**src/rtl/fesr_pkg.sv**
```systemverilog
package fesr_pkg;
  typedef enum logic [1:0] {
    OP_NOP   = 2'b00,
    OP_PROG  = 2'b01,
    OP_ERASE = 2'b10,
    OP_RESET = 2'b11
  } op_e;

  typedef enum logic [1:0] {
    MODE_READ  = 2'b00,
    MODE_BUSY  = 2'b01,
    MODE_FAULT = 2'b10
  } mode_e;

  // progress byte: bit 7 polling flag, bit 5 failure flag, all others 0
  function automatic logic [7:0] progress_byte(logic is_prog, logic d7, logic fault);
    return {is_prog & ~d7, 1'b0, fault, 5'b00000};
  endfunction
endpackage

```
**src/rtl/fesr_timer.sv**
```systemverilog
module fesr_timer #(
  parameter int PROG_CYC  = 6,
  parameter int ERASE_CYC = 12,
  parameter int TMO_CYC   = 20,
  localparam int CW = $clog2(TMO_CYC + 1)
) (
  input  logic clk,
  input  logic rst_n,
  input  logic start,
  input  logic running,
  input  logic is_erase,
  input  logic force_tmo,
  output logic done,
  output logic timed_out
);
  logic [CW-1:0] cnt;
  logic [CW-1:0] lim_m1;

  assign lim_m1    = is_erase ? CW'(ERASE_CYC - 1) : CW'(PROG_CYC - 1);
  assign done      = running && !force_tmo && (cnt == lim_m1);
  assign timed_out = running && !done && (cnt == CW'(TMO_CYC - 1));

  always_ff @(posedge clk) begin
    if (!rst_n || start) cnt <= '0;
    else if (running)    cnt <= cnt + 1'b1;
  end
endmodule

```
**src/rtl/fesr_array.sv**
```systemverilog
module fesr_array #(
  parameter int ADDR_W = 6,
  parameter int SECT_W = 4,
  localparam int DEPTH = 1 << ADDR_W,
  localparam int TAG_W = ADDR_W - SECT_W
) (
  input  logic              clk,
  input  logic              rst_n,
  input  logic              wr_en,
  input  logic              er_en,
  input  logic [ADDR_W-1:0] wr_addr,
  input  logic [7:0]        wr_data,
  input  logic [ADDR_W-1:0] ra_addr,
  output logic [7:0]        ra_byte,
  input  logic [ADDR_W-1:0] rb_addr,
  output logic [7:0]        rb_byte
);
  logic [7:0] cells [DEPTH];

  assign ra_byte = cells[ra_addr];
  assign rb_byte = cells[rb_addr];

  always_ff @(posedge clk) begin
    for (int i = 0; i < DEPTH; i++) begin
      if (!rst_n) begin
        cells[i] <= 8'hFF;
      end else if (er_en && (ADDR_W'(i) >> SECT_W) == ADDR_W'(wr_addr[ADDR_W-1 -: TAG_W])) begin
        cells[i] <= 8'hFF;
      end else if (wr_en && ADDR_W'(i) == wr_addr) begin
        cells[i] <= wr_data;
      end
    end
  end
endmodule

```
**src/rtl/fesr_readout.sv**
```systemverilog
module fesr_readout
  import fesr_pkg::*;
#(
  parameter int ADDR_W = 6,
  parameter int SECT_W = 4
) (
  input  logic              clk,
  input  logic              rst_n,
  input  mode_e             mode,
  input  op_e               pend_op,
  input  logic [ADDR_W-1:0] pend_addr,
  input  logic [7:0]        pend_data,
  input  logic              rd_en,
  input  logic [ADDR_W-1:0] rd_addr,
  input  logic [7:0]        arr_byte,
  output logic              rd_vld,
  output logic [7:0]        rd_data
);
  logic same_sector;
  logic show_prog;
  logic [7:0] next_byte;

  assign same_sector = rd_addr[ADDR_W-1:SECT_W] == pend_addr[ADDR_W-1:SECT_W];
  assign show_prog   = (mode != MODE_READ) && (pend_op == OP_PROG || same_sector);
  assign next_byte   = show_prog
                     ? progress_byte(pend_op == OP_PROG, pend_data[7], mode == MODE_FAULT)
                     : arr_byte;

  always_ff @(posedge clk) begin
    if (!rst_n) begin
      rd_vld  <= 1'b0;
      rd_data <= 8'h00;
    end else begin
      rd_vld <= rd_en;
      if (rd_en) rd_data <= next_byte;
    end
  end
endmodule

```
**src/rtl/flash_status_resp.sv**
```systemverilog
module flash_status_resp
  import fesr_pkg::*;
#(
  parameter int ADDR_W    = 6,
  parameter int SECT_W    = 4,
  parameter int PROG_CYC  = 6,
  parameter int ERASE_CYC = 12,
  parameter int TMO_CYC   = 20
) (
  input  logic              clk,
  input  logic              rst_n,
  input  logic              cmd_valid,
  output logic              cmd_ready,
  input  logic [1:0]        cmd_op,
  input  logic [ADDR_W-1:0] cmd_addr,
  input  logic [7:0]        cmd_data,
  input  logic              force_tmo,
  input  logic              rd_en,
  input  logic [ADDR_W-1:0] rd_addr,
  output logic              rd_vld,
  output logic [7:0]        rd_data
);
  mode_e             mode;
  op_e               pend_op;
  logic [ADDR_W-1:0] pend_addr;
  logic [7:0]        pend_data;
  logic [7:0]        chk_byte;
  logic [7:0]        arr_byte;
  logic              cmd_fire;
  logic              illegal;
  logic              start;
  logic              done;
  logic              timed_out;
  op_e               op_in;

  assign op_in     = op_e'(cmd_op);
  assign cmd_ready = (mode != MODE_BUSY);
  assign cmd_fire  = cmd_valid && cmd_ready;
  assign illegal   = |(cmd_data & ~chk_byte);
  assign start     = cmd_fire && (mode == MODE_READ) &&
                     ((op_in == OP_PROG && !illegal) || op_in == OP_ERASE);

  always_ff @(posedge clk) begin
    if (!rst_n) begin
      mode      <= MODE_READ;
      pend_op   <= OP_NOP;
      pend_addr <= '0;
      pend_data <= 8'h00;
    end else begin
      unique case (mode)
        MODE_READ: begin
          if (cmd_fire && (op_in == OP_PROG || op_in == OP_ERASE)) begin
            pend_op   <= op_in;
            pend_addr <= cmd_addr;
            pend_data <= cmd_data;
            mode      <= (op_in == OP_PROG && illegal) ? MODE_FAULT : MODE_BUSY;
          end
        end
        MODE_BUSY: begin
          if (done)           mode <= MODE_READ;
          else if (timed_out) mode <= MODE_FAULT;
        end
        MODE_FAULT: begin
          if (cmd_fire && op_in == OP_RESET) mode <= MODE_READ;
        end
        default: mode <= MODE_READ;
      endcase
    end
  end

  fesr_timer #(
    .PROG_CYC(PROG_CYC), .ERASE_CYC(ERASE_CYC), .TMO_CYC(TMO_CYC)
  ) u_timer (
    .clk(clk), .rst_n(rst_n), .start(start),
    .running(mode == MODE_BUSY), .is_erase(pend_op == OP_ERASE),
    .force_tmo(force_tmo), .done(done), .timed_out(timed_out)
  );

  fesr_array #(.ADDR_W(ADDR_W), .SECT_W(SECT_W)) u_array (
    .clk(clk), .rst_n(rst_n),
    .wr_en(done && pend_op == OP_PROG),
    .er_en(done && pend_op == OP_ERASE),
    .wr_addr(pend_addr), .wr_data(pend_data),
    .ra_addr(cmd_addr), .ra_byte(chk_byte),
    .rb_addr(rd_addr), .rb_byte(arr_byte)
  );

  fesr_readout #(.ADDR_W(ADDR_W), .SECT_W(SECT_W)) u_readout (
    .clk(clk), .rst_n(rst_n), .mode(mode), .pend_op(pend_op),
    .pend_addr(pend_addr), .pend_data(pend_data),
    .rd_en(rd_en), .rd_addr(rd_addr), .arr_byte(arr_byte),
    .rd_vld(rd_vld), .rd_data(rd_data)
  );
endmodule

```
**config.mk**
```make
export PLATFORM = sky130hd
export DESIGN_NAME = flash_status_resp
export DESIGN_NICKNAME = d
export VERILOG_FILES = /design/src/rtl/fesr_pkg.sv /design/src/rtl/fesr_timer.sv /design/src/rtl/fesr_array.sv /design/src/rtl/fesr_readout.sv /design/src/rtl/flash_status_resp.sv
export SDC_FILE = /design/constraint.sdc
export NUM_CORES = 1
export LEC_CHECK = 0
export CORE_ASPECT_RATIO = 1.4
export CORE_MARGIN = 2
export CORE_UTILIZATION = 55
export DETAILED_ROUTE_END_ITERATION = 8
export DONT_BUFFER_PORTS = 1
export PLACE_DENSITY = 0.8
export SETUP_SLACK_MARGIN = 0.15
export SLEW_MARGIN = 15
export SYNTH_ARGS = -nofsm -noshare
export SYNTH_HDL_FRONTEND = slang
export SYNTH_HIERARCHICAL = 1
export SYNTH_SLANG_ARGS = --single-unit
```
**constraint.sdc**
```tcl
create_clock -name clk -period 9.5 [get_ports clk]
set_clock_uncertainty 0.2 [all_clocks]
set_input_delay 1.9 -clock clk [delete_from_list [all_inputs] [get_ports clk]]
set_output_delay 1.9 -clock clk [all_outputs]
set_load 0.03 [all_outputs]
```
Word-level counts from Yosys, hierarchy flattened
Memory sizes are Yosys's and may differ from the RTL's.
Cells that the tools add are included.
- flip-flop bits (word level): 32
- RAM bits: 512
- input port bits: 27
- logic and storage cells: 723
- memories kept: 1
- $add $sub $neg: 1
- equality and inequality tests: 80
- multiplexer cells: 405
- bitwise logic cells: 132
- reduce and logical (&&, ||, !) cells: 97
- memories (name ; words ; bits a word ; rd ports ; clocked after memory_dff ; wr ports ; line ; text):
    u_array.cells ; 64 ; 8 ; 2 ; 0 ; 64 ; fesr_array.sv:18 ; logic [7:0] cells [DEPTH];
- operator list (operator ; number):
    $mux 8 ; 129
    $mux 1 ; 269
    $eq 6x6->1 const A ; 32
    $or 1x1->1 ; 128
    $eq 5x6->1 const A ; 16
    $logic_and 1x1->1 ; 82
    $eq 4x6->1 const A ; 8
    $eq 3x6->1 const A ; 4
    $eq 2x6->1 const A ; 2
    $mux 2 ; 5
    $and 8x8->8 ; 1
    $eq 2x2->1 const B ; 4
    $not 8->8 ; 1
    $reduce_or 8->1 ; 1
    $eq 1x6->1 const A ; 1
    $eq 2x1->1 const B ; 3
    $logic_not 6->1 ; 1
    $pmux 2 s3 ; 1
    $add 5x1->5 const B ; 1
    $eq 5x5->1 ; 1
    $eq 5x5->1 const B ; 1
    $eq 2x2->1 const A ; 2
    $logic_not 1->1 ; 4
    $logic_not 2->1 ; 2
    12 further kinds ; 16

Depth between registers and ports, before layout
Gate-level depths: netlist (run 1).
- depth in word-level cells: 11
- gate-level depth with buffers: 14
- mapped depth without buffers: 10

Cells and area by module
The synthesis (run 1) kept the hierarchy.
- modules (own cells, without submodules) (module ; times used ; cells an instance ; area each (sq um) ; seq. area each (sq um)):
    fesr_array ; 1 ; 1939 ; 28020.6 ; 15374.7
    flash_status_resp ; 1 ; 110 ; 834.6 ; 360.3
    fesr_readout ; 1 ; 46 ; 415.4 ; 180.2
    fesr_timer ; 1 ; 29 ; 286.5 ; 100.1

Worst setup path after synthesis (run 1)
No wires, ideal clock.
- path type: input port to flip-flop
- start point: in cmd_addr[0]
- end point: reg u_timer.cnt[3]
- setup time: 0.072 ns
- arrival: 4.484 ns
- required time: 9.228 ns
- path slack: 4.744 ns
- stages on the path: 12
- cells stage by stage: buf_2 -> buf_4 -> buf_2 -> mux4_2 -> o221ai_1 -> o21ai_0 -> a32o_1 -> o22ai_1 -> or4_4 -> o21ai_0 -> or3b_2 -> mux2i_1
- cells in the longest elaborated chain, start to end: 9
- ends and longest elaborated chain (element ; line ; text):
    start: declaration ; flash_status_resp.sv:15 ; input logic [ADDR_W-1:0] cmd_addr,
    $mem_v2 64x8 ; -- ;
    named net chk_byte[2] ; flash_status_resp.sv:27 ; logic [7:0] chk_byte;
    $not 8->8 ; flash_status_resp.sv:39 ; assign illegal = |(cmd_data & ~chk_byte);
    $and 8x8->8 ; flash_status_resp.sv:39 ;
    $reduce_or 8->1 ; flash_status_resp.sv:39 ;
    $logic_not 1->1 ; flash_status_resp.sv:41 ; ((op_in == OP_PROG && !illegal) || op_in == OP_ERASE);
    $logic_and 1x1->1 ; flash_status_resp.sv:41 ;
    $logic_or 1x1->1 ; flash_status_resp.sv:41 ;
    $logic_and 1x1->1 ; flash_status_resp.sv:40 ; assign start = cmd_fire && (mode == MODE_READ) &&
    named net start ; flash_status_resp.sv:31 ; logic start;
    $logic_or 1x1->1 ; fesr_timer.sv:24 ; if (!rst_n || start) cnt <= '0;
    end signal: assignment ; fesr_timer.sv:25 ; else if (running) cnt <= cnt + 1'b1;
    end: declaration ; fesr_timer.sv:16 ; logic [CW-1:0] cnt;
The timed path passes the listed nets, and every way through them passes these cells.
A chain may end at the register's enable or synchronous reset.

==> run_results.csv, run 1 <==
group,metric,value,unit
run_status,status,"finished, final reports clean",
sta,slew_headroom,0.118,
clock_network,cts-root-buf,"clkbuf_16",
power,peakVddDrop,136,uV
floorplanning,dieArea,55600,sq um
sta,worst_slew_pin_slew,1290,ps
sta,period_share,0.535,
clock_network,htreeDepth,2,
yosys,synth_top_area_cell,"edfxtp_1",
clock_network,post-cts-setup-buffers,0,
floorplanning,coreArea,53200,sq um
layout,n_fill_cell,3851,
global_routing,antenna_found_initial,1,
route,drt_first_pass_iters,5,
layout,syn_to_final_growth,6.54,%
placement,pre_cts_ws,3950,ps
clock_network,insertion_delay,590,ps
route,vias,20300,
clock_network,cts-buffers-inserted,49,
sta,finalMaxSlewViolations,0,
sta,hold_viol,0,
floorplanning,ioPinCount,37,
layout,design_area,31500,sq um
critical_path,end_kind,"flip-flop",
yosys,avgSynthCellArea,13.9,sq um
yosys,yosys-top-cells-area,"edfxtp_1 52%, mux4_2 18%, or3_1 8.2%",
yosys,syn_inst,2124,
yosys,ys_seq_elements,544,
floorplanning,die_h,278,um
clock_network,cts_hold_buf,0,
placement,dpl_cell_area,29900,sq um
layout,drive_above_1_share,0.267,
yosys,syn-num-nets,2155,
route,wl,88.1,mm
placement,dpl.cell_count,2658,
global_routing,grt_pass1_vias,19600,
worst_hold_path,worstHoldPathCells,2,
floorplanning,row_count,100,
layout,final_cells,2751,
clock_network,cts_tree,"done",
layout,final_cell_mix,"512 x edfxtp_1, 389 x or3_1, 239 x mux4_2, 129 x or2_2, 88 x o21ai_0",
yosys,synth_top_area_share,0.520,
critical_path,cp_data_arrival_time,5040,ps
clock_network,cts_resized,0,
global_routing,grt_max_degree,140,
yosys,synth-async-reset-ratio,0,
critical_path,timing.reg2reg.setup_slack,4520,ps
route,drt-initial-drc-count,3302,
route,ant_nets,0,
yosys,syn_area,29600,sq um
critical_path,reg2reg_depth,8,
sta,layout_setup_ws,4420,ps
route,drc_errors,0,
yosys,synth_cell_types,67,
placement,gp_congestion,1.03,
critical_path,start_kind,"input port",
route,via_per_inst,7.37,
critical_path,r2r_start,"pend_op[1]",
global_routing,grt_pass1_wl,129,mm
critical_path,worst-setup-path-type,"input port to flip-flop",
global_routing,gr-total-overflow,0,
sta,setup-violations-final,0,
clock_network,cts_num_sinks,544,
yosys,synth_edf_count,512,
clock_network,clock_path_buffers,3,
layout,regArea,16000,sq um
critical_path,r2r_end,"u_array/cells[15][7]",
critical_path,cp.required,9460,ps
power,cellPowerDensity,156,nW/um^2
floorplanning,initial_core_util,0.556,
worst_hold_path,hold_end,"pend_op[0]",
flow_run,maxCapViolCount,0,
global_routing,grtUsageTotal,0.319,
worst_hold_path,min-delay-start,"pend_op[0]",
yosys,ys_warn_count,6,
placement,dp_hpwl,57.5,mm
sta,fmax,197,MHz
critical_path,crit_path_max_fanout,126,
route,wire_per_inst,32.0,um
layout,multi_input_area,12400,sq um
clock_network,clk_pin_slew,60,ps
floorplanning,die_w,200,um
layout,fin_nets,2026,
layout,final_common_cell,"edfxtp_1",
power,p_leak,0.00756,uW
sta,fin_tns_setup,0,ps
placement,io_buffers,0,
yosys,synth_ff_type,"edfxtp_1",
yosys,seq_area_frac_synth,0.542,
sta,min_period,5080,ps
worst_hold_path,holdCritPathClass,"flip-flop to flip-flop",
sta,rsz0062_at_grt,"false",
## how the worst max path moves through the flow
stage	from	endpoint	slack, ps	cells past startpoint
floorplan	cmd_addr[0]	u_timer/cnt[3]	4740	12
global placement	force_tmo	u_array/cells[3][2]	4170	6
detailed placement	force_tmo	u_array/cells[15][7]	3950	6
CTS	force_tmo	u_array/cells[15][7]	4570	6
global route	force_tmo	u_array/cells[15][6]	4250	6
finish	force_tmo	u_array/cells[15][7]	4420	6
## report_power, final
group	switching, uW	internal (uW)
Sequential	20.6	2620
Combinational	190	96.6
Clock	883	1110
Total	1090	3830
## registers in the layout, summed over array words and instances, names as in the netlist
register	cells
u_readout/rd_data	8
u_timer/cnt	5
u_array/cells	512
pend_data	8
u_readout/rd_vld	1
mode	2
pend_addr	6
pend_op	2
## critical path: stages
cell	delay, ps
a2111oi_2	550
and2_1	420
a31oi_4	340
nand4_4	340
buf_4	780
o21ai_0	660
## stage by stage
| step | hold WS [ps] | total power, uW | util |
|---|---|---|---|
| 3_5_place_dp | 313 | 2960 | 0.562 |
| 2_1_floorplan | 235 | 2930 | - |
| 4_1_cts | 329 | 4910 | 0.592 |
| 5_1_grt | 362 | 5010 | 0.592 |
| 6_report | 338 | 4920 | 0.592 |
| 3_3_place_gp | 309 | 2960 | 0.562 |
## per-layer routing
layer / GRT usage / up-vias / wire length, um
met1: 0.371 / 10100 / 27500
met5: 0 / - / 18
li1: - / 8185 / -
met4: 0.221 / 2 / 7970
met3: 0.0831 / 412 / 10600
met2: 0.516 / 1607 / 42100
## layout make-up
cell class,instances,area share
antenna,2,0.000159
clock buffer,66,0.0443
clock inverter,25,0.00636
inverter,17,0.00203
multi-input combinational,1314,0.393
sequential,544,0.509
tap,714,0.0284
timing repair buffer,69,0.0164
## synth_stat cells (7+ instances only)
cell type / n
clkbuf_1: 168
edfxtp_1: 512
or2_2: 129
a22oi_1: 22
a211oi_1: 17
nor2_1: 17
nor3b_1: 7
buf_1: 16
nand3b_1: 16
inv_1: 15
buf_2: 41
o21ai_0: 94
or3_1: 389
nand2_1: 68
buf_4: 15
mux4_2: 239
nand3_1: 24
mux2i_1: 77
dfxtp_1: 32
o221ai_1: 16
o22ai_1: 37
a21oi_1: 30
a221oi_1: 10
nand2b_1: 16
nor2b_1: 13
## logic make-up after synthesis
family,Yosys count,synth area share
and+or+nand+nor,724,0.148
AOI/OAI and AO/OA,261,0.0575
muxes,322,0.210
DFF,544,0.542
xor gates and xnor gates,3,0.000889
adders and majority gates,4,0.00169
buffers and inverters,266,0.0394
Note: power is estimated with default switching activity, not from simulation.
==> inputs of run 2 (changes only) <==
PLACE_DENSITY = 0.83   (was 0.8)
clock period = 4.2 ns   (was 9.5 ns; I/O delays follow)
==> run_results.csv, run 2 (synthesis results as in run 1) <==
group,metric,value,unit
run_status,status,"finished, final reports clean",
layout,top_register,"u_array/cells",
route,drt-initial-drc-count,3013,
route,vias,20400,
power,switchingPower,2520,uW
placement,dpl_cell_area,30000,sq um
clock_network,cts_resized,4,
layout,largest_registers,"u_array/cells (512), pend_data (8), u_readout/rd_data (8)",
critical_path,cp.required,4330,ps
floorplanning,row_count,100,
power,p_comb_frac,0.057,
clock_network,clk_pin_slew,60,ps
clock_network,cts_num_sinks,544,
sta,hold_viol,0,
sta,setup-violations-final,0,
clock_network,cts-root-buf,"clkbuf_16",
power,p_sw_frac,0.225,
clock_network,cts_tree,"done",
critical_path,worst-setup-path-type,"flip-flop to flip-flop",
placement,io_buffers,0,
floorplanning,initial_core_util,0.556,
floorplanning,ioPinCount,37,
flow_run,maxCapViolCount,0,
sta,slew_headroom,0.164,
clock_network,cts_hold_buf,0,
clock_network,htreeDepth,2,
floorplanning,die_w,200,um
route,via_per_inst,7.37,
power,power_frac_seq,0.536,
route,wire_per_inst,32.3,um
clock_network,insertion_delay,590,ps
critical_path,crit_path_max_fanout,17,
sta,worst_slew_pin_slew,1240,ps
floorplanning,die_h,278,um
layout,syn_to_final_growth,7.04,%
route,ant_nets,0,
worst_hold_path,holdCritPathClass,"input port to flip-flop",
sta,period_share,0.927,
sta,fmax,257,MHz
global_routing,grt_pass1_vias,20100,
route,wl,89.3,mm
sta,min_period,3890,ps
placement,dp_hpwl,57.9,mm
critical_path,reg2reg_depth,10,
power,power.share.clock,0.407,
floorplanning,coreArea,53200,sq um
clock_network,clock_path_buffers,3,
layout,final_cell_mix,"512 x edfxtp_1, 389 x or3_1, 239 x mux4_2, 129 x or2_2, 83 x buf_4",
global_routing,grt_pass1_wl,131,mm
power,p_leak,0.00762,uW
power,peakVddDrop,280,uV
route,drt_first_pass_iters,8,
critical_path,cp_cell_sequence,"nor2b_1, or4b_1, a2111oi_4, and3b_2, nand3_1, buf_4, a311oi_2, buf_4, nand3_1, or2_2",
layout,final_common_cell,"edfxtp_1",
sta,finalMaxSlewViolations,0,
placement,gp_congestion,0.988,
global_routing,gr-total-overflow,0,
global_routing,grtUsageTotal,0.324,
sta,fin_tns_setup,0,ps
layout,design_area,31600,sq um
critical_path,cp_data_arrival_time,4020,ps
layout,largest_reg_flops,512,
sta,rsz0062_at_grt,"false",
global_routing,antenna_found_initial,0,
power,cellPowerDensity,354,nW/um^2
floorplanning,dieArea,55600,sq um
global_routing,grt_max_degree,140,
layout,fin_nets,2041,
critical_path,slowest_stage,"or4b_1",
critical_path,timing.reg2reg.setup_slack,310,ps
critical_path,end_kind,"flip-flop",
clock_network,post-cts-setup-buffers,0,
layout,antenna_cells,0,
clock_network,cts-buffers-inserted,49,
route,drc_errors,0,
layout,drive_above_1_share,0.276,
worst_hold_path,worstHoldPathCells,2,
power,p_int,8670,uW
critical_path,crit_path_max_incr_delay,540,ps
critical_path,start_kind,"flip-flop",
==> run 2: layer usage <==
| metal | vias to the layer above | GRT usage | share of wire | routed length (um) |
|---|---|---|---|---|
| met2 | 1741 | 0.517 | 0.48 | 42700 |
| li1 | 8201 | - | - | - |
| met3 | 397 | 0.0842 | 0.13 | 11500 |
| met1 | 10000 | 0.374 | 0.30 | 26700 |
| met4 | 0 | 0.245 | 0.094 | 8400 |
| met5 | - | 0 | 0 | 0 |
==> run 2: area by class of cell <==
type	instances	area [sq um]
Clock inverter	34	344
Sequential cell	544	16000
Fill cell	3820	21500
Multi-Input combinational cell	1314	12400
Clock buffer	57	1260
Timing Repair Buffer	84	643
Tap cell	714	893
Inverter	17	63.8
==> run 2: power by group through the flow <==
stage          registers, uW  clock network, uW  logic, uW
5_1_grt                 5990               4760        652
3_3_place_gp            6100                  0        587
2_1_floorplan           6070                  0        564
3_5_place_dp            6110                  0        605
4_1_cts                 5990               4570        608
6_report                5990               4560        638
==> run 2: final timing paths <==
check	start	end
worst max-delay path	pend_op[1]	u_array/cells[58][6]
worst min-delay path	cmd_data[1]	pend_data[1]
worst min register to register	pend_op[0]	pend_op[0]
worst max register to register	pend_op[1]	u_array/cells[58][6]
==> run 2: stage by stage <==
step                      utilization  total power, uW  setup slack (ps)  hold slack (ps)  instances
after floorplan                     -             6630               504              235       2124
after global placement          0.564             6690               196              276       2673
after detailed placement        0.564             6710              8.55              280       2673
after CTS                       0.595            11200             -11.5              171       2764
after global routing            0.595            11400               166              178       2764
final                           0.595            11200               306              177       2764
==> run 2: critical path, delay by kind of cell, from the launching register on <==
family | cells | cell delay [ps]
compound gates | 2 | 660
flops | 1 | 360
simple gates | 6 | 1840
buf+inv | 2 | 560
